[src/rtl/maj_adder_pkg.sv]
`timescale 1ns/1ps
package maj_adder_pkg;

    // generate / propagate of one bit position
    typedef struct packed {
        logic g;
        logic p;
    } gp_t;

    // carries produced by one two-bit module
    typedef struct packed {
        logic hi;   // carry leaving the pair
        logic lo;   // carry into the odd bit of the pair
    } pair_carry_t;

    function automatic gp_t gp_of(input logic a, input logic b);
        gp_t r;
        r.g = a & b;
        r.p = a | b;
        return r;
    endfunction

    // lookahead sum-of-products form, used as an independent reference
    function automatic pair_carry_t cla_pair(input logic [1:0] a,
                                             input logic [1:0] b,
                                             input logic       c);
        gp_t lo;
        gp_t hi;
        pair_carry_t r;
        lo   = gp_of(a[0], b[0]);
        hi   = gp_of(a[1], b[1]);
        r.lo = lo.g | (lo.p & c);
        r.hi = hi.g | (hi.p & lo.g) | (hi.p & lo.p & c);
        return r;
    endfunction

    function automatic bit width_ok(input int unsigned n);
        return (n >= 2) && (n % 2 == 0);
    endfunction

endpackage

[src/rtl/maj3.sv]
`timescale 1ns/1ps
module maj3 (
    input  logic x_i,
    input  logic y_i,
    input  logic z_i,
    output logic m_o
);
    assign m_o = (x_i & y_i) | (x_i & z_i) | (y_i & z_i);
endmodule

[src/rtl/maj_pair_first.sv]
`timescale 1ns/1ps
module maj_pair_first
    import maj_adder_pkg::*;
(
    input  logic [1:0] a_i,
    input  logic [1:0] b_i,
    output logic       c_mid_o,
    output logic       c_out_o
);
    logic g_lo;
    pair_carry_t exp_c;

    // carry-in is zero: no propagate needed for bit 0
    maj3 u_g_lo (.x_i(a_i[0]), .y_i(b_i[0]), .z_i(1'b0), .m_o(g_lo));
    maj3 u_out  (.x_i(a_i[1]), .y_i(b_i[1]), .z_i(g_lo), .m_o(c_out_o));
    assign c_mid_o = g_lo;

    assign exp_c = cla_pair(a_i, b_i, 1'b0);

    always_comb begin
        p_first_hi_r2: assert (c_out_o == exp_c.hi)
            else $error("R2 first pair carry out %b expected %b", c_out_o, exp_c.hi);
        p_first_lo_r3: assert (c_mid_o == exp_c.lo)
            else $error("R3 first pair mid carry %b expected %b", c_mid_o, exp_c.lo);
    end
endmodule

[src/rtl/maj_pair_stage.sv]
`timescale 1ns/1ps
module maj_pair_stage
    import maj_adder_pkg::*;
(
    input  logic [1:0] a_i,
    input  logic [1:0] b_i,
    input  logic       c_in_i,
    output logic       c_mid_o,
    output logic       c_out_o
);
    gp_t         lo;
    logic        t_g;
    logic        t_p;
    pair_carry_t exp_c;

    maj3 u_g_lo (.x_i(a_i[0]), .y_i(b_i[0]), .z_i(1'b0), .m_o(lo.g));
    maj3 u_p_lo (.x_i(a_i[0]), .y_i(b_i[0]), .z_i(1'b1), .m_o(lo.p));

    // intermediate carry into the odd bit
    maj3 u_mid  (.x_i(lo.p), .y_i(lo.g), .z_i(c_in_i), .m_o(c_mid_o));

    // nested terms, then a single gate carries c_in across two positions
    maj3 u_hg   (.x_i(a_i[1]), .y_i(b_i[1]), .z_i(lo.g), .m_o(t_g));
    maj3 u_hp   (.x_i(a_i[1]), .y_i(b_i[1]), .z_i(lo.p), .m_o(t_p));
    maj3 u_out  (.x_i(t_g), .y_i(t_p), .z_i(c_in_i), .m_o(c_out_o));

    assign exp_c = cla_pair(a_i, b_i, c_in_i);

    always_comb begin
        p_pair_hi_r2: assert (c_out_o == exp_c.hi)
            else $error("R2 pair carry out %b expected %b", c_out_o, exp_c.hi);
        p_pair_lo_r3: assert (c_mid_o == exp_c.lo)
            else $error("R3 pair mid carry %b expected %b", c_mid_o, exp_c.lo);
    end
endmodule

[src/rtl/maj_sum_cell.sv]
`timescale 1ns/1ps
module maj_sum_cell (
    input  logic a_i,
    input  logic b_i,
    input  logic c_in_i,
    input  logic c_out_i,
    output logic s_o
);
    logic c_out_n;
    logic t;

    assign c_out_n = ~c_out_i;
    maj3 u_t   (.x_i(a_i), .y_i(b_i), .z_i(c_out_n), .m_o(t));
    maj3 u_sum (.x_i(c_out_n), .y_i(c_in_i), .z_i(t), .m_o(s_o));

    always_comb begin
        p_sum_parity_r4: assert (s_o == (a_i ^ b_i ^ c_in_i))
            else $error("R4 sum bit %b expected %b", s_o, a_i ^ b_i ^ c_in_i);
    end
endmodule

[src/rtl/maj_pair_adder.sv]
`timescale 1ns/1ps
module maj_pair_adder
    import maj_adder_pkg::*;
#(
    parameter int unsigned N = 32
) (
    input  logic [N-1:0] op_a,
    input  logic [N-1:0] op_b,
    output logic [N-1:0] sum_o,
    output logic         carry_o
);
    localparam int unsigned PAIRS = N / 2;

    logic [N:0] carry_w;

    if (!width_ok(N)) begin : g_bad_width
        $error("maj_pair_adder: N must be even and at least 2");
    end

    assign carry_w[0] = 1'b0;

    for (genvar k = 0; k < PAIRS; k++) begin : g_pair
        if (k == 0) begin : g_low
            maj_pair_first u_first (
                .a_i     (op_a[1:0]),
                .b_i     (op_b[1:0]),
                .c_mid_o (carry_w[1]),
                .c_out_o (carry_w[2])
            );
        end else begin : g_mid
            maj_pair_stage u_stage (
                .a_i     (op_a[2*k+1 : 2*k]),
                .b_i     (op_b[2*k+1 : 2*k]),
                .c_in_i  (carry_w[2*k]),
                .c_mid_o (carry_w[2*k+1]),
                .c_out_o (carry_w[2*k+2])
            );
        end
    end

    for (genvar i = 0; i < N; i++) begin : g_sum
        maj_sum_cell u_sum (
            .a_i     (op_a[i]),
            .b_i     (op_b[i]),
            .c_in_i  (carry_w[i]),
            .c_out_i (carry_w[i+1]),
            .s_o     (sum_o[i])
        );
    end

    assign carry_o = carry_w[N];

    always_comb begin
        p_total_sum_r1: assert ({carry_o, sum_o} == ({1'b0, op_a} + {1'b0, op_b}))
            else $error("R1 result mismatch");
    end
endmodule

[config.mk]
export PLATFORM = sky130hd
export DESIGN_NAME = maj_pair_adder
export DESIGN_NICKNAME = d
export VERILOG_FILES = /design/src/rtl/maj_adder_pkg.sv /design/src/rtl/maj3.sv /design/src/rtl/maj_pair_first.sv /design/src/rtl/maj_pair_stage.sv /design/src/rtl/maj_sum_cell.sv /design/src/rtl/maj_pair_adder.sv
export SDC_FILE = /design/constraint.sdc
export NUM_CORES = 1
export LEC_CHECK = 0
export BUFFER_PORTS_ARGS = -buffer_cell sky130_fd_sc_hd__buf_2
export CAP_MARGIN = 20
export CORE_MARGIN = 2
export CORE_UTILIZATION = 47
export DETAILED_ROUTE_END_ITERATION = 8
export PLACE_DENSITY = 0.83
export SKIP_LAST_GASP = 1
export SYNTH_ARGS = -nofsm -noshare
export SYNTH_HDL_FRONTEND = slang
export SYNTH_SLANG_ARGS = --single-unit
[constraint.sdc]
create_clock -name vclk -period 4.1
set_clock_uncertainty 0.05 [all_clocks]
set_input_delay 0.41 -clock vclk [all_inputs]
set_output_delay 0.41 -clock vclk [all_outputs]
set_load 0.05 [all_outputs]
After elaboration in Yosys (flattened, before gate mapping)
Index checks and enable logic that the tools add are counted.
{ "totals": {"ff_bits": 0, "output_inout_bits": 33, "elab_cells": 652, "inputBits": 64} }
{ "op_classes": {"bitwise_logic": 652} }
{ "op_table": {"columns": ["op", "count"], "rows": [
  ["$and 1x1->1", 342],
  ["$or 1x1->1", 278],
  ["$not 1->1", 32]
]} }

Logic depth before layout (Yosys ltp)
Gate-level depths: netlist of run 1.
{ "logic_depth": {"ltp_word": 58, "ltp_mapped": 11, "mapped_depth_nobuf": 10} }

By module
From an unflattened synthesis of run 1, not the netlist that was laid out.
{ "unflattened": {"cells_unflattened": 220, "hier_area_um2": 1996.9} }
{ "modules_own_cells": {"columns": ["module", "n_inst", "seq_area_each_um2", "area_each_um2", "cells_per_inst"], "rows": [
  ["maj3", 156, 0.0, 11.3, 1],
  ["maj_sum_cell", 32, 0.0, 3.8, 1],
  ["maj_pair_stage", 15, 0.0, 7.5, 2],
  ["maj_pair_adder", 1, 0.0, 3.8, 1],
  ["maj_pair_first", 1, 0.0, 3.8, 1]
]} }

Least setup slack after synthesis of run 1
OpenSTA, ideal clock, no wires.
{ "synth_timing": {"path_type": "in2out", "startpoint": "input port op_a[0]", "endpoint": "output port sum_o[25]", "n_path_buf": 1, "arrival_ns": 3.011, "slack_ns": 0.629, "cell_stages": 11, "t_required_ns": 3.640, "path_cell_list": "ha_1 -> maj3_2 -> maj3_2 -> a221o_2 -> a22oi_2 -> a21oi_2 -> o21a_1 -> o21a_1 -> maj3_2 -> xnor2_1 -> buf_4"} }
{ "synth_via": {"elab_chain_len": 47, "elab_cells_between_ends": 67, "cone_classes": "bitwise (67)"} }
{ "synth_lines": {"columns": ["item", "line", "rtl"], "rows": [
  ["start, declared", "maj_pair_adder.sv:7", "input logic [N-1:0] op_a,"],
  ["$and 1x1->1 *", "maj3.sv:8", "assign m_o = (x_i & y_i) | (x_i & z_i) | (y_i & z_i);"],
  ["$and 1x1->1", "maj3.sv:8", null],
  ["$or 1x1->1", "maj3.sv:8", null],
  ["$or 1x1->1 *", "maj3.sv:8", null],
  ["$and 1x1->1", "maj3.sv:8", null],
  ["$or 1x1->1", "maj3.sv:8", null],
  ["$or 1x1->1 *", "maj3.sv:8", null],
  ["$and 1x1->1", "maj3.sv:8", null],
  ["(+29 left out)", null, null],
  ["$and 1x1->1", "maj3.sv:8", null],
  ["$or 1x1->1 (2 in a row)", "maj3.sv:8", null],
  ["$not 1->1", "maj_sum_cell.sv:12", "assign c_out_n = ~c_out_i;"],
  ["$and 1x1->1", "maj3.sv:8", null],
  ["$or 1x1->1 (2 in a row)", "maj3.sv:8", null],
  ["$and 1x1->1", "maj3.sv:8", null],
  ["$or 1x1->1", "maj3.sv:8", null],
  ["$or 1x1->1 *", "maj3.sv:8", null],
  ["end, declared", "maj_pair_adder.sv:9", "output logic [N-1:0] sum_o,"]
]} }
Mark *: on every way between the ends. The rest lies on a longest branch, timed or not.

Worst setup path after layout of run 1
{ "layout_timing": {"startpoint": "input port op_a[0]", "endpoint": "output port sum_o[15]"} }
{ "layout_via": {"elab_chain_len": 32, "elab_cells_between_ends": 47, "cone_classes": "bitwise (47)"} }
{ "layout_lines": {"columns": ["item", "line"], "rows": [
  ["$and 1x1->1 *", "maj3.sv:8"],
  ["$and 1x1->1", "maj3.sv:8"],
  ["$or 1x1->1", "maj3.sv:8"],
  ["$or 1x1->1 *", "maj3.sv:8"],
  ["$and 1x1->1", "maj3.sv:8"],
  ["$or 1x1->1", "maj3.sv:8"],
  ["$or 1x1->1 *", "maj3.sv:8"],
  ["$and 1x1->1", "maj3.sv:8"],
  ["(+14 left out)", null],
  ["$and 1x1->1", "maj3.sv:8"],
  ["$or 1x1->1 (2 in a row)", "maj3.sv:8"],
  ["$not 1->1", "maj_sum_cell.sv:12"],
  ["$and 1x1->1", "maj3.sv:8"],
  ["$or 1x1->1 (2 in a row)", "maj3.sv:8"],
  ["$and 1x1->1", "maj3.sv:8"],
  ["$or 1x1->1", "maj3.sv:8"],
  ["$or 1x1->1 *", "maj3.sv:8"]
]} }
Marked as above.

==> flow_summary.toml, run 1 <==
[run_status]
status = "finished clean"

[layout]
clock_buffers = 0
seq_area_um2 = 0
area_growth_pct = 18.3
final_cell_mix = "buf_2, xnor2_1, nor2_1"
seq_cells = 0
nNetsFinal = 352
multi_input_area_um2 = 1390
drive_gt1_frac = 0.414
final_common_cell = "buf_2"
num_antenna_cells = 0
nFillCells = 357

[place]
gp_congestion = 0.862
hpwl_mm = 3.07
portBuffers = 97

[logic_synthesis]
synth_mux_area_frac = 0
syn-num-nets = 285
syn_inst = 220
synth-xor-area-share = 0.327
yosysSeqAreaShare = 0
avgSynthCellArea_um2 = 7.54
synth_area_um2 = 1660
synth_top_family_by_area = "XOR/XNOR gates"
yosys.area_share.simple = 0.112
yosysWarnings = 0
synth-compound-area-share = 0.275
yosysUniqueCellTypes = 43
synth_adder_area_share = 0.123

[setup_path]
cp.required_ps = 3640
setup.worst_path.end_class = "output pin"
crit_start = "op_a[0]"
path_max_fanout = 5
cp-start-kind = "primary input"
crit_type = "primary input to output pin"
cp.arrival_ps = 3320

[floorplan]
io_pins = 97
die_width_um = 63.4
initial_core_util = 0.493
core.rowCount = 21
die-area_um2 = 4020
core-area_um2 = 3360
die_h_um = 63.4

[drt]
drc = 0
dr.pass1.iters = 4
via_count = 1718
vias_per_cell = 5.19
ant_nets = 0
first_iter_violations = 41
avgRoutedWirePerCell_um = 10.4
wirelength_mm = 3.45

[global_routing]
grtUsageMet3 = 0.0107
antenna_found_initial = 0
grt_start_max_net_pins = 8
grtUsageMet1 = 0.206
overflow = 0
busiest_layer = "met2"
grt_pass1_vias = 1545
use_met2 = 0.317
grt_pass1_wl_mm = 5.89
grt_use_total = 0.164

[worst_hold_path]
min-delay-path-class = "primary input to output pin"
min_from = "op_b[0]"

[power_and_ir_drop]
powerDensity_nw_per_um2 = 298
irDropWorstVdd_mv = 0.158
cellLeakagePower_uw = 0.000847
p_total_uw = 585

[clocking]
ctsResizeCount = 0
cts_hold_repair.buffers = 0
post_cts_buffers = 0

[sta]
fin_hold_ws_ps = 1200
slew_headroom = 0.757
finalCritPeriodShare = 0.922
setup_viol = 0
slew_viol_final = 0
tightestPinTransition_ps = 361
timing.final.crit_period_ps = 3780
fmax_ghz = 0.265
finalHoldViolCount = 0
fin_setup_tns_ps = 0
rsz0062_at_grt = "no"

[job]
drv_cap = 0
[report_power, final]
group,internal (uW),total (uW),switching (uW)
clock network,0,0,0
registers,0,0,0
logic,179,585,406
[per-stage QoR]
step / util / instances / cell area [um2] / worst slack (ps)
global route: 0.583 / 331 / 1960 / 161
global placement: 0.583 / 331 / 1960 / 361
CTS: 0.583 / 331 / 1960 / 312
finish: 0.583 / 331 / 1960 / 320
floorplan: - / 220 / 1660 / 629
detailed placement: 0.583 / 331 / 1960 / 330
[path summary, 6_finish.rpt]
kind | cells past startpoint | endpoint | slack (ps)
worst min-delay path | 3 | sum_o[0] | 1200
worst max-delay path | 12 | sum_o[15] | 320
[metal layers]
| metal | part of all wire | wire, um |
|---|---|---|
| met3 | 0.050 | 171 |
| met4 | 0 | 0 |
| met1 | 0.44 | 1520 |
| met2 | 0.51 | 1760 |
| met5 | 0 | 0 |
[cell usage after synthesis, types with 2 or more instances]
cell / n / area (um2)
a211oi_1: 3 / 22.5
a21oi_1: 4 / 20.0
a21oi_2: 2 / 17.5
a221oi_2: 2 / 30.0
a22oi_1: 5 / 37.5
buf_4: 32 / 240
inv_1: 8 / 30.0
maj3_1: 9 / 90.1
maj3_2: 9 / 101
nand2_1: 12 / 45.0
nor2_1: 18 / 67.6
nor3_1: 5 / 25.0
o2111ai_1: 2 / 17.5
o211a_1: 2 / 20.0
o211ai_1: 3 / 22.5
o21a_1: 3 / 22.5
o21ai_0: 6 / 30.0
o21ai_1: 2 / 10.0
o221ai_1: 2 / 17.5
o22ai_1: 6 / 37.5
o31ai_1: 2 / 15.0
o31ai_2: 2 / 25.0
xnor2_1: 55 / 482
xor2_1: 7 / 61.3
[critical path, stage by stage]
cell      delay (ps)
buf_2            100
ha_1             210
maj3_2           340
maj3_2           350
a221o_2          410
a221oi_2         320
a221oi_2         100
o31ai_2          230
nand2_1          120
maj3_2           320
xnor2_1          130
buf_2            280
[cell families (layout without fill, tap and decap cells)]
kind of cell | Yosys count | after routing
adder cells (fa/ha/maj) | 19 | 19
AO/OA/AOI/OAI | 57 | 57
XOR/XNOR | 62 | 62
buffers and inverters | 40 | 105
AND/OR/NAND/NOR | 42 | 42
[cell type report]
cell class,instances,area share
Multi-Input combinational cell,180,0.708
Inverter,8,0.0153
Tap cell,46,0.0293
Timing Repair Buffer,97,0.247
No activity file was read; power rests on OpenSTA's default activity.
==> run 2: changes to the inputs <==
PLACE_DENSITY = 0.82   (was 0.83)
TNS_END_PERCENT = 20   (was not set)
==> run 2 against run 1 <==
- sequential cell count is the same
- global-route usage up 0.41 points
- cell count unchanged
- die area unchanged
- critical path depth unchanged
- utilization unchanged
- critical path type unchanged
- design area did not move
- wire length rose by 3.1%
==> flow_summary.toml, run 2 (synthesis results as in run 1) <==
[run_status]
status = "finished clean"

[setup_path]
cp_top_family = "adder cells"
setup.worst_path.end_class = "output pin"
worstSetupPathDepth = 12
crit_type = "primary input to output pin"
crit_path_top_delay_cell = "a221o_2"
cp.arrival_ps = 3310
path_cells = "buf_2, ha_1, maj3_2, maj3_2, a221o_2, a22oi_2, a32o_1, nand3_2, a21oi_1, maj3_1, xnor2_1, buf_2"
path_max_fanout = 5
crit_start = "op_a[0]"
cp-start-kind = "primary input"
crit_path_max_incr_delay_ps = 410
path_buf_inv = 2
cp.required_ps = 3640

[place]
place_ws_ps = 319
hpwl_mm = 3.20
gp_congestion = 0.866
placed_area_um2 = 1960
dp.cells = 331
portBuffers = 97

[global_routing]
antenna_found_initial = 0
grt_pass1_wl_mm = 6.00
grt_pass1_vias = 1506
overflow = 0
grt_start_max_net_pins = 8
grt_use_total = 0.169

[clocking]
cts_hold_repair.buffers = 0
post_cts_buffers = 0
ctsResizeCount = 0

[layout]
area_growth_pct = 18.3
design_area_um2 = 1960
nFillCells = 354
final_core_util = 0.583
drive_gt1_frac = 0.414
seq_cells = 0
multi_input_area_um2 = 1390
final_common_cell = "buf_2"
clock_buffers = 0
nNetsFinal = 352
seq_area_um2 = 0
num_antenna_cells = 0
final_cell_mix = "buf_2, xnor2_1, nor2_1"
final_cells = 331

[sta]
rsz0062_at_grt = "no"
setup_viol = 0
finalHoldViolCount = 0
finalCritPeriodShare = 0.920
slew_viol_final = 0
slew_headroom = 0.759
fin_setup_tns_ps = 0
tightestPinTransition_ps = 358
fin_ws_ps = 327
timing.final.crit_period_ps = 3770
fmax_ghz = 0.265

[floorplan]
initial_core_util = 0.493
core-area_um2 = 3360
die_width_um = 63.4
die_h_um = 63.4
core.rowCount = 21
io_pins = 97
die-area_um2 = 4020

[job]
drv_cap = 0

[worst_hold_path]
min-delay-path-class = "primary input to output pin"
hold_end = "sum_o[0]"
whs_path_depth = 3
min_from = "op_b[0]"

[drt]
ant_nets = 0
drc = 0
first_iter_violations = 56
avgRoutedWirePerCell_um = 10.8
wirelength_mm = 3.56
vias_per_cell = 5.16
via_count = 1709
dr.pass1.iters = 4

[power_and_ir_drop]
cellLeakagePower_uw = 0.000847
powerDensity_nw_per_um2 = 299
irDropWorstVdd_mv = 0.155
## run 2: worst max-delay path by stage
stage	end
floorplan	sum_o[25]
global placement	sum_o[25]
detailed placement	sum_o[30]
CTS	sum_o[15]
global route	sum_o[30]
finish	sum_o[30]
## run 2: routing by layer
layer	wire, um	vias to the layer above	GRT usage
li1	-	894	-
met1	1480	773	0.203
met2	1880	42	0.336
met3	199	0	0.0179
met4	0	0	0
met5	0	-	0
## run 2: tightest hold or removal path: stages
cell and delay (ps):
buf_2 80, ha_1 100, buf_2 250
## run 2: where the power goes
group | total, uW | internal, uW | switching [uW]
Sequential | 0 | 0 | 0
Combinational | 586 | 179 | 407
Clock | 0 | 0 | 0
## run 2: area by class of cell
type / count / share of cell area
inverter: 8 / 0.0153
multi-input combinational: 180 / 0.708
tap: 46 / 0.0293
timing repair buffer: 97 / 0.247
## run 2: stage by stage
| stage | total power [uW] | hold slack, ps |
|---|---|---|
| 5_1_grt | 622 | 1220 |
| 3_5_place_dp | 589 | 1200 |
| 2_1_floorplan | 544 | 1050 |
| 3_3_place_gp | 583 | 1200 |
| 4_1_cts | 590 | 1200 |
| 6_report | 586 | 1190 |
==> run 3: changes to the inputs <==
CORE_MARGIN = not set   (was 2)
REMOVE_ABC_BUFFERS = 1   (was not set)
==> run 3 against run 2 <==
- critical path depth did not move
- total power fell by 0.43%
- design area did not move
- worst hold slack got worse by 0.90 ps
- via count rose by 0.12%
- clock-buffer cell count did not move
- non-clock buffer count did not move
- die area fell by 6.2%
- first-iteration DRC count rose by 8.9%
- global-route usage rose by 0.69 points
- setup slack improved by 30 ps
==> flow_summary.toml, run 3 (synthesis results as in run 1) <==
[layout]
area_growth_pct = 18.3
final_common_cell = "buf_2"
design_area_um2 = 1960
clock_buffers = 0
num_antenna_cells = 0
drive_gt1_frac = 0.414
nFillCells = 349
seq_area_um2 = 0
nNetsFinal = 352
final_cell_mix = "buf_2, xnor2_1, nor2_1"
seq_cells = 0

[drt]
first_iter_violations = 61
avgRoutedWirePerCell_um = 10.1
vias_per_cell = 5.17
ant_nets = 0
wirelength_mm = 3.34
via_count = 1711
drc = 0
dr.pass1.iters = 4

[sta]
setup_viol = 0
timing.final.crit_period_ps = 3740
finalCritPeriodShare = 0.913
tightestPinTransition_ps = 378
fin_setup_tns_ps = 0
finalHoldViolCount = 0
rsz0062_at_grt = "no"
fmax_ghz = 0.267
fin_hold_ws_ps = 1190
slew_viol_final = 0
fin_ws_ps = 358
slew_headroom = 0.746

[worst_hold_path]
min-delay-path-class = "primary input to output pin"
whs_path_depth = 3

[floorplan]
die_h_um = 61.4
core-area_um2 = 3360
die-area_um2 = 3770
io_pins = 97
die_width_um = 61.4
core.rowCount = 21
initial_core_util = 0.493

[place]
gp_congestion = 0.762
hpwl_mm = 3.00
placed_area_um2 = 1960
portBuffers = 97
place_ws_ps = 319

[power_and_ir_drop]
irDropWorstVdd_mv = 0.168
powerDensity_nw_per_um2 = 298
pwr-share-clk = 0
p_comb_frac = 1.000
cellLeakagePower_uw = 0.000847
power.switching_uw = 405
p_int_uw = 179
seqPwrFrac = 0
swShare = 0.693

[global_routing]
overflow = 0
grt_pass1_vias = 1374
grt_use_total = 0.175
grt_pass1_wl_mm = 5.41
antenna_found_initial = 0
grt_start_max_net_pins = 8

[setup_path]
setup.worst_path.end_class = "output pin"
cp-start-kind = "primary input"
path_max_fanout = 5
cp.required_ps = 3640
crit_type = "primary input to output pin"
cp.arrival_ps = 3280

[run_status]
status = "finished clean"

[job]
drv_cap = 0

[clocking]
post_cts_buffers = 0
ctsResizeCount = 0
cts_hold_repair.buffers = 0
-- run 3: stage by stage --
| step | utilization | cells | total power [uW] |
|---|---|---|---|
| finish | 0.583 | 331 | 584 |
| global route | 0.583 | 331 | 627 |
| CTS | 0.583 | 331 | 587 |
| detailed placement | 0.583 | 331 | 586 |
| global placement | 0.583 | 331 | 582 |
| floorplan | - | 188 | 444 |
-- run 3: final timing paths --
check                    from   endpoint  slack, ps
worst max-delay path  op_a[0]  sum_o[25]        360
worst min-delay path  op_b[0]   sum_o[0]       1190
-- run 3: area by class of cell --
cell class / instances / area, um2 / share of cell area
Inverter: 8 / 30.0 / 0.0153
Timing Repair Buffer: 97 / 485 / 0.247
Multi-Input combinational cell: 180 / 1390 / 0.708
Tap cell: 46 / 57.6 / 0.0293
-- run 3: power groups by stage --
stage          clock network, uW  registers (uW)  logic, uW
6_report                       0               0        584
5_1_grt                        0               0        627
4_1_cts                        0               0        587
3_5_place_dp                   0               0        586
3_3_place_gp                   0               0        582
2_1_floorplan                  0               0        444
-- run 3: metal layers --
layer,wire length (um),global-route usage
met1,1490,0.231
met2,1680,0.340
met3,172,0.00210
met4,0,0
met5,0,0
-- run 3: worst max-delay path: stages --
cell and delay (ps):
buf_2 100, ha_1 210, maj3_2 330, maj3_2 350, a221o_2 420, a22oi_2 210, a21oi_2 120, o21a_1 210
o21a_1 200, maj3_2 310, xnor2_1 140, buf_2 270
